File: config.mk
export PLATFORM = sky130hd
export DESIGN_NAME = ats_trigger_sel
export DESIGN_NICKNAME = d
export VERILOG_FILES = /design/src/rtl/ats_pkg.sv /design/src/rtl/ats_src_mux.sv /design/src/rtl/ats_sel_track.sv /design/src/rtl/ats_edge_det.sv /design/src/rtl/ats_trigger_sel.sv
export SDC_FILE = /design/constraint.sdc
export NUM_CORES = 1
export LEC_CHECK = 0
export BUFFER_PORTS_ARGS = -buffer_cell sky130_fd_sc_hd__clkbuf_2
export CORE_AREA = 2 2 39 41
export DETAILED_ROUTE_END_ITERATION = 10
export DIE_AREA = 0 0 41 43
export SETUP_SLACK_MARGIN = 0.4
export SYNTH_ARGS = -nofsm -noshare
export SYNTH_HDL_FRONTEND = slang
export SYNTH_SLANG_ARGS = --single-unit
File: constraint.sdc
create_clock -name clk -period 1.6 [get_ports clk]
set_clock_uncertainty 0.15 [all_clocks]
set_input_delay 0.48 -clock clk [delete_from_list [all_inputs] [get_ports clk]]
set_output_delay 0.48 -clock clk [all_outputs]
set_load 0.005 [all_outputs]
File: src/rtl/ats_pkg.sv
package ats_pkg;
  // Number of peripheral event flags feeding the selector
  localparam int unsigned EVT_N = 7;
  // Select width covers the event flags plus the free-running code
  localparam int unsigned SEL_W = $clog2(EVT_N + 1);
  // Code that selects the converter completion flag
  localparam logic [SEL_W-1:0] SEL_FREE_RUN = '0;
endpackage

File: src/rtl/ats_src_mux.sv
module ats_src_mux #(
  parameter int unsigned EVT_N = ats_pkg::EVT_N,
  parameter int unsigned SEL_W = ats_pkg::SEL_W
) (
  input  logic [SEL_W-1:0] sel,
  input  logic             done_flag,
  input  logic [EVT_N-1:0] evts,
  output logic             src
);
  localparam int unsigned CAND_N = EVT_N + 1;

  logic [CAND_N-1:0] cand;

  // Candidate 0 is the completion flag; candidates 1..EVT_N are the events
  assign cand[0] = done_flag;
  for (genvar g = 1; g < CAND_N; g++) begin : g_cand
    assign cand[g] = evts[g-1];
  end

  always_comb begin
    src = 1'b0;
    for (int i = 0; i < CAND_N; i++) begin
      if (sel == SEL_W'(i)) src = cand[i];
    end
  end
endmodule

File: src/rtl/ats_sel_track.sv
module ats_sel_track #(
  parameter int unsigned SEL_W = ats_pkg::SEL_W
) (
  input  logic             clk,
  input  logic             rst_n,
  input  logic [SEL_W-1:0] sel,
  output logic             entering_fr
);
  logic [SEL_W-1:0] sel_q;

  always_ff @(posedge clk) begin
    if (!rst_n) sel_q <= ats_pkg::SEL_FREE_RUN;
    else        sel_q <= sel;
  end

  // High only in the cycle the select moves into free-running mode
  assign entering_fr = (sel == ats_pkg::SEL_FREE_RUN) &&
                       (sel_q != ats_pkg::SEL_FREE_RUN);
endmodule

File: src/rtl/ats_edge_det.sv
module ats_edge_det (
  input  logic clk,
  input  logic rst_n,
  input  logic src,
  input  logic suppress,
  output logic rise
);
  logic src_q;
  logic ref_lvl;

  always_ff @(posedge clk) begin
    if (!rst_n) src_q <= 1'b0;
    else        src_q <= src;
  end

  // When suppressed, the reference is forced to the current level: no edge
  assign ref_lvl = suppress ? src : src_q;
  assign rise    = src & ~ref_lvl;
endmodule

File: src/rtl/ats_trigger_sel.sv
module ats_trigger_sel #(
  parameter int unsigned EVT_N = ats_pkg::EVT_N,
  parameter int unsigned SEL_W = ats_pkg::SEL_W
) (
  input  logic             clk,
  input  logic             rst_n,
  input  logic [SEL_W-1:0] src_sel,
  input  logic             auto_en,
  input  logic             conv_en,
  input  logic             conv_done,
  input  logic [EVT_N-1:0] evt_flags,
  output logic             start_conv
);
  logic muxed;
  logic entering_fr;
  logic rise;

  ats_src_mux #(.EVT_N(EVT_N), .SEL_W(SEL_W)) u_mux (
    .sel       (src_sel),
    .done_flag (conv_done),
    .evts      (evt_flags),
    .src       (muxed)
  );

  ats_sel_track #(.SEL_W(SEL_W)) u_track (
    .clk         (clk),
    .rst_n       (rst_n),
    .sel         (src_sel),
    .entering_fr (entering_fr)
  );

  ats_edge_det u_edge (
    .clk      (clk),
    .rst_n    (rst_n),
    .src      (muxed),
    .suppress (entering_fr),
    .rise     (rise)
  );

  assign start_conv = rst_n & auto_en & conv_en & rise;
endmodule

==> impl_results.md, run 1 <==
- Compound-Gate Fraction of Synth Area: 16.4%
- Synthesized area: 221 um^2
- Slew Limit Fails: 0
- Synth area leaders: dfxtp_1, mux2i_1, and2_1, o21a_1, o22ai_1
- Syn Area/Cell: 9.63 um^2
- Via count: 229
- Overflow after GRT: 0
- Post-Synth XOR/XNOR Area: 0%
- Post-synthesis register bit count: 4
- Die area: 1760 um^2
- WL final: 514 um
- Largest net degree at the start of global routing: 7
- Period Utilization, post-route: 119%
- Number of routed nets with antenna violations: 0
- CTS Hold Buffers Added: 0
- Critical path startpoint category: input port
- Synth top area share: 36.2%
- Global-route usage over all layers: a little under a tenth
- Slew HR: 87.7%
- Vias per cell: 4.02
- Yosys cell types: 13
- F_max: 0.524 GHz
- DIE WIDTH: 41 um
- Mapped Nets: 38
- DRT iter0 DRCs: 4
- Slew of the pin with the lowest slew margin: approximately 180 ps
- Failing checks: negative setup slack
- Place WS: -325 ps
- Leakage: 0.184 nW
- Met1 WL: approximately 220 um
- PwrDens: 795 nW/um^2
- Post-synth top area cell: dfxtp_1
- Layout cell share with drive strength beyond 1: 51.2%
- Pre-Repair DR Iteration Count: 2
- Top sig layer: met4
- # port buffers: 15
- Post-route cell area: 368 um^2
- # DRC: 0
- Number of synthesized flops with an enable pin: 0
- Arrival time worst endpoint: 1280 ps
- WL per Instance: 9.02 um
- Number of global-route vias before repair: 227
- Async SR Flop Fraction: 0%
- Largest family of logic cells by synthesized area: simple AND/OR/NAND/NOR gates
- Initial Util: 16.0%
- Maxcap violations: 0
- Post-synthesis simple-gate area fraction: 26.0%
- Final antenna diode count: 0
- Yosys warning count: 0
- H-tree levels: 1
- Adder-Cell Fraction of Synth Area: 0%
- P&R area growth vs syn: 66.1%
- Area post-placement: 317 um^2
- Critical path class: in -> out
- Io pins: 16
- Cell count after synthesis: 23
- Min cycle time layout: ~1900 ps
- CTS root buffer: clkbuf_4
- Final hold violations: 0
- First-pass GRT wire length: ~900 um
- Setup violators final: 1
- Clk sinks: 4
- VDD IR-drop max: between 0.3 and 0.4 mV
- Critical Path End Type: output port
- Hold slack final: 348 ps
- Die span in y: 43 um
- Outcome: complete, but fails checks
- Core Box Area: 1380 um^2
- Final worst slack: -309 ps
- Clk buf depth: 2
- Clock transition at the registers of the reported paths: 40 ps
- Num CTS Buffers: 3
- Final net count: 58
- Met3 wire length: between 50 and 60 um
- Multiplexer share of the synthesized area: about 18%
- Row Count: 14
- Initial antenna violation count: 0
- Post-CTS setup buffer count: 0
- RSZ-0062 raised after global routing: yes
- Met2 routed WL: 202 um
- Hold crit path type: in -> reg
- Total power: 0.000292 W
- GP Congestion: 0.657
- Main synth FF type: dfxtp_1
- Worst Path Required: a little under 1000 ps
- CTS tree: built
- Crit path max fanout: 5
- Seq/Total Area, Yosys: 36.2%
- Synth cell count leaders: dfxtp_1, mux2i_1, and2_1
==> sequential cells by signal, summed over array words and instances, names as in the netlist <==
register / count
u_track.sel_q: 3
u_edge.src_q: 1
==> cells by family after synthesis <==
family | after synthesis
AO/OA/AOI/OAI | 5
buffers and inverters | 1
flip-flops | 4
multiplexers | 4
AND/OR/NAND/NOR | 9
==> stage by stage <==
step / setup TNS [ps] / cells / utilization, %
after CTS: -321 / 57 / 26.4
final: -309 / 57 / 26.6
after floorplan: -76.5 / 23 / -
after global placement: -321 / 54 / 22.9
after global routing: -346 / 57 / 26.6
after detailed placement: -325 / 54 / 22.9
==> repair_timing <==
action,in CTS,in global routing
endpoints found under the setup margin,2,2
gates resized for setup,4,1
cloned,0,0
pin swaps,1,1
==> worst max-delay path: stages <==
cell	delay, ps
clkbuf_2	110
or2_4	250
o31a_1	240
o21a_1	100
clkbuf_2	100
==> final cells by class <==
class                      instances  area (um^2)
timing repair buffer              16          103
sequential                         4         80.1
fill                             152         1020
tap                               16         20.0
clock buffer                       3         22.5
multi-input combinational         18          143
==> where the power goes <==
part,internal [W],total (W),switching (W)
clock,0.0000841,0.000128,0.0000442
sequential,0.000106,0.000108,0.00000135
combinational,0.0000362,0.0000564,0.0000202
==> final timing paths <==
| kind | start | endpoint | slack (ps) | cells after the start |
|---|---|---|---|---|
| setup / recovery | src_sel[0] | start_conv | -310 | 5 |
| hold / removal | src_sel[0] | u_track.sel_q[0] | 350 | 2 |
==> layer usage <==
layer	track usage, %	vias to the layer above
met5	0	-
met4	10.0	0
met2	8.44	11
met1	10.0	97
met3	9.42	2
li1	-	119
==> layout by cell type (no fill, tap or decap) <==
master / count
and2_1: 3
and4b_1: 1
buf_4: 1
clkbuf_16: 1
clkbuf_2: 14
clkbuf_4: 3
dfxtp_1: 4
mux2i_1: 4
nand2_1: 1
nand2b_1: 1
nor3_1: 1
o21a_1: 2
o22ai_1: 1
o22ai_2: 1
o31a_1: 1
or2_4: 1
or2b_1: 1
No activity file was read; power rests on OpenSTA's default activity.
==> inputs of run 2 (changes only) <==
--- a/config.mk
+++ b/config.mk
@@ -5,11 +5,10 @@
 export SDC_FILE = /design/constraint.sdc
 export NUM_CORES = 1
 export LEC_CHECK = 0
-export BUFFER_PORTS_ARGS = -buffer_cell sky130_fd_sc_hd__clkbuf_2
+export BUFFER_PORTS_ARGS = -buffer_cell sky130_fd_sc_hd__buf_2
 export CORE_AREA = 2 2 39 41
 export DETAILED_ROUTE_END_ITERATION = 10
 export DIE_AREA = 0 0 41 43
-export SETUP_SLACK_MARGIN = 0.4
 export SYNTH_ARGS = -nofsm -noshare
 export SYNTH_HDL_FRONTEND = slang
 export SYNTH_SLANG_ARGS = --single-unit
==> impl_results.md, run 2 (same netlist as run 1, synthesis figures left out) <==
- Outcome: complete, but fails checks (unchanged)
- Failing checks: negative setup slack (unchanged)
- Num CTS Buffers: 3 (unchanged)
- Commonest non-fill, non-tap cell in the layout: buf_2 (was clkbuf_2)
- Final net count: 63 (was 58)
- Worst path buffer plus inverter count: 2 (unchanged)
- Number of routed nets with antenna violations: 0 (unchanged)
- Hold crit path type: in -> reg (unchanged)
- Initial Util: 16.0% (unchanged)
- Leakage: 0.203 nW (was 0.184 nW)
- CTS tree: built (unchanged)
- P&R area growth vs syn: 81.9% (was 66.1%)
- Worst Path Required: 970 ps (about the same)
- Slew HR: 86.4% (was 87.7%)
- GP Congestion: 0.680 (was 0.657)
- Critical path's slowest cell: mux2i_1 (was or2_4)
- Critical path class: in -> out (unchanged)
- Post-DP HPWL: 454 um
- Largest stage delay, worst path: 250 ps (about the same)
- Via count: 233 (was 229)
- Total power: 0.000304 W (was 0.000292 W)
- Crit path max fanout: 5 (unchanged)
- Maxcap violations: 0 (unchanged)
- Layout cell share with drive strength beyond 1: 58.7% (was 51.2%)
- Most frequent cells in the layout: buf_2, buf_4, mux2i_1, clkbuf_4, dfxtp_1 (was clkbuf_2, mux2i_1, dfxtp_1, and2_1, clkbuf_4)
- Number of global-route vias before repair: 247 (was 227)
- Post-route cell area: 403 um^2 (was 368 um^2)
- H-tree levels: 1 (unchanged)
- Period Utilization, post-route: 121% (was 119%)
- PwrDens: 754 nW/um^2 (was 795 nW/um^2)
- Place WS: -327 ps (was -325 ps)
- Largest net degree at the start of global routing: 6 (was 7)
- Clock transition at the registers of the reported paths: 30 ps (was 40 ps)
- # port buffers: 15 (unchanged)
- Arrival time worst endpoint: 1300 ps (was 1280 ps)
- Area post-placement: 354 um^2 (was 317 um^2)
- Setup violators final: 1 (unchanged)
- Min cycle time layout: 1930 ps (was 1910 ps)
- Clk sinks: 4 (unchanged)
- Die span in y: 43 um (unchanged)
- Reg with most FFs: u_track.sel_q (unchanged)
- RSZ-0062 raised after global routing: yes (unchanged)
- Core Box Area: 1380 um^2 (unchanged)
- Final hold violations: 0 (unchanged)
- Final antenna diode count: 0 (unchanged)
- Pre-Repair DR Iteration Count: 1 (was 2)
- Vias per cell: 3.76 (was 4.02)
- VDD IR-drop max: 0.360 mV (was 0.378 mV)
- CTS root buffer: clkbuf_4 (unchanged)
- Placed insts: 59 (was 54)
- F_max: 0.518 GHz (was 0.524 GHz)
- Slew Limit Fails: 0 (unchanged)
- Final worst slack: -329 ps (was -309 ps)
- DIE WIDTH: 41 um (unchanged)
- Fin util: 29.1% (was 26.6%)
- First-pass GRT wire length: 862 um (was 883 um)
- WL per Instance: 8.94 um (was 9.02 um)
- # DRC: 0 (unchanged)
- Critical path startpoint category: input port (unchanged)
- Slew of the pin with the lowest slew margin: 198 ps (was 180 ps)
- # fillers: 151 (was 152)
- Initial antenna violation count: 0 (unchanged)
- Io pins: 16 (unchanged)
- Largest regs: u_track.sel_q x3, u_edge.src_q x1 (unchanged)
- DRT iter0 DRCs: 0 (was 4)
- CTS Hold Buffers Added: 0 (unchanged)
- Row Count: 14 (unchanged)
- Critical Path End Type: output port (unchanged)
- Global-route usage over all layers: 7.82% (was 9.15%)
- WL final: 554 um (was 514 um)
- Max reg flops: 3 (unchanged)
- Crit path cell chain: clkbuf_4, mux2i_1, o22ai_2, o21a_1, buf_2 (was clkbuf_2, or2_4, o31a_1, o21a_1, clkbuf_2)
- Top delay family on crit path: compound AO/OA/AOI/OAI gates (unchanged)
- Die area: 1760 um^2 (unchanged)
- Finished Layout Cells: 62 (was 57)
- Clk buf depth: 2 (unchanged)
- Overflow after GRT: 0 (unchanged)
-- run 2: final timing paths --
| kind | from | end | depth (start not counted) |
|---|---|---|---|
| max | src_sel[2] | start_conv | 5 |
| min | src_sel[0] | u_track.sel_q[0] | 2 |
-- run 2: cell type report --
class                           count  area (um^2)  share of cell area, %
Multi-Input combinational cell     18          149                   37.0
Timing Repair Buffer               21          131                   32.6
Sequential cell                     4         80.1                   19.9
Clock buffer                        3         22.5                   5.59
Tap cell                           16         20.0                   4.97
-- run 2: layer usage --
| layer | wire (um) | track usage (%) | part of all wire (%) | vias up |
|---|---|---|---|---|
| li1 | - | - | - | 129 |
| met1 | 236 | 7.99 | 43 | 98 |
| met2 | 281 | 9.69 | 51 | 6 |
| met3 | 36 | 3.66 | 6.5 | 0 |
| met4 | 0 | 10.0 | 0 | 0 |
| met5 | 0 | 0 | 0 | - |
-- run 2: what timing repair did --
item | 4_1_cts | 5_1_grt
endpoints found under the hold margin | 0 | 0
endpoints found under the setup margin | 1 | 1
resized for setup | 0 | 6
setup buffers | 0 | 0
-- run 2: metrics by stage --
step	setup TNS, ps	hold slack, ps
2_1_floorplan	-78.2	448
3_3_place_gp	-326	585
3_5_place_dp	-327	581
4_1_cts	-331	332
5_1_grt	-378	311
6_report	-329	318
-- run 2: report_power, final --
group / total, W / internal, W / switching [W]
clock: 0.000129 / 0.0000841 / 0.0000444
sequential: 0.000108 / 0.000106 / 0.00000134
combinational: 0.0000675 / 0.0000436 / 0.0000239
total: 0.000304 / 0.000234 / 0.0000696
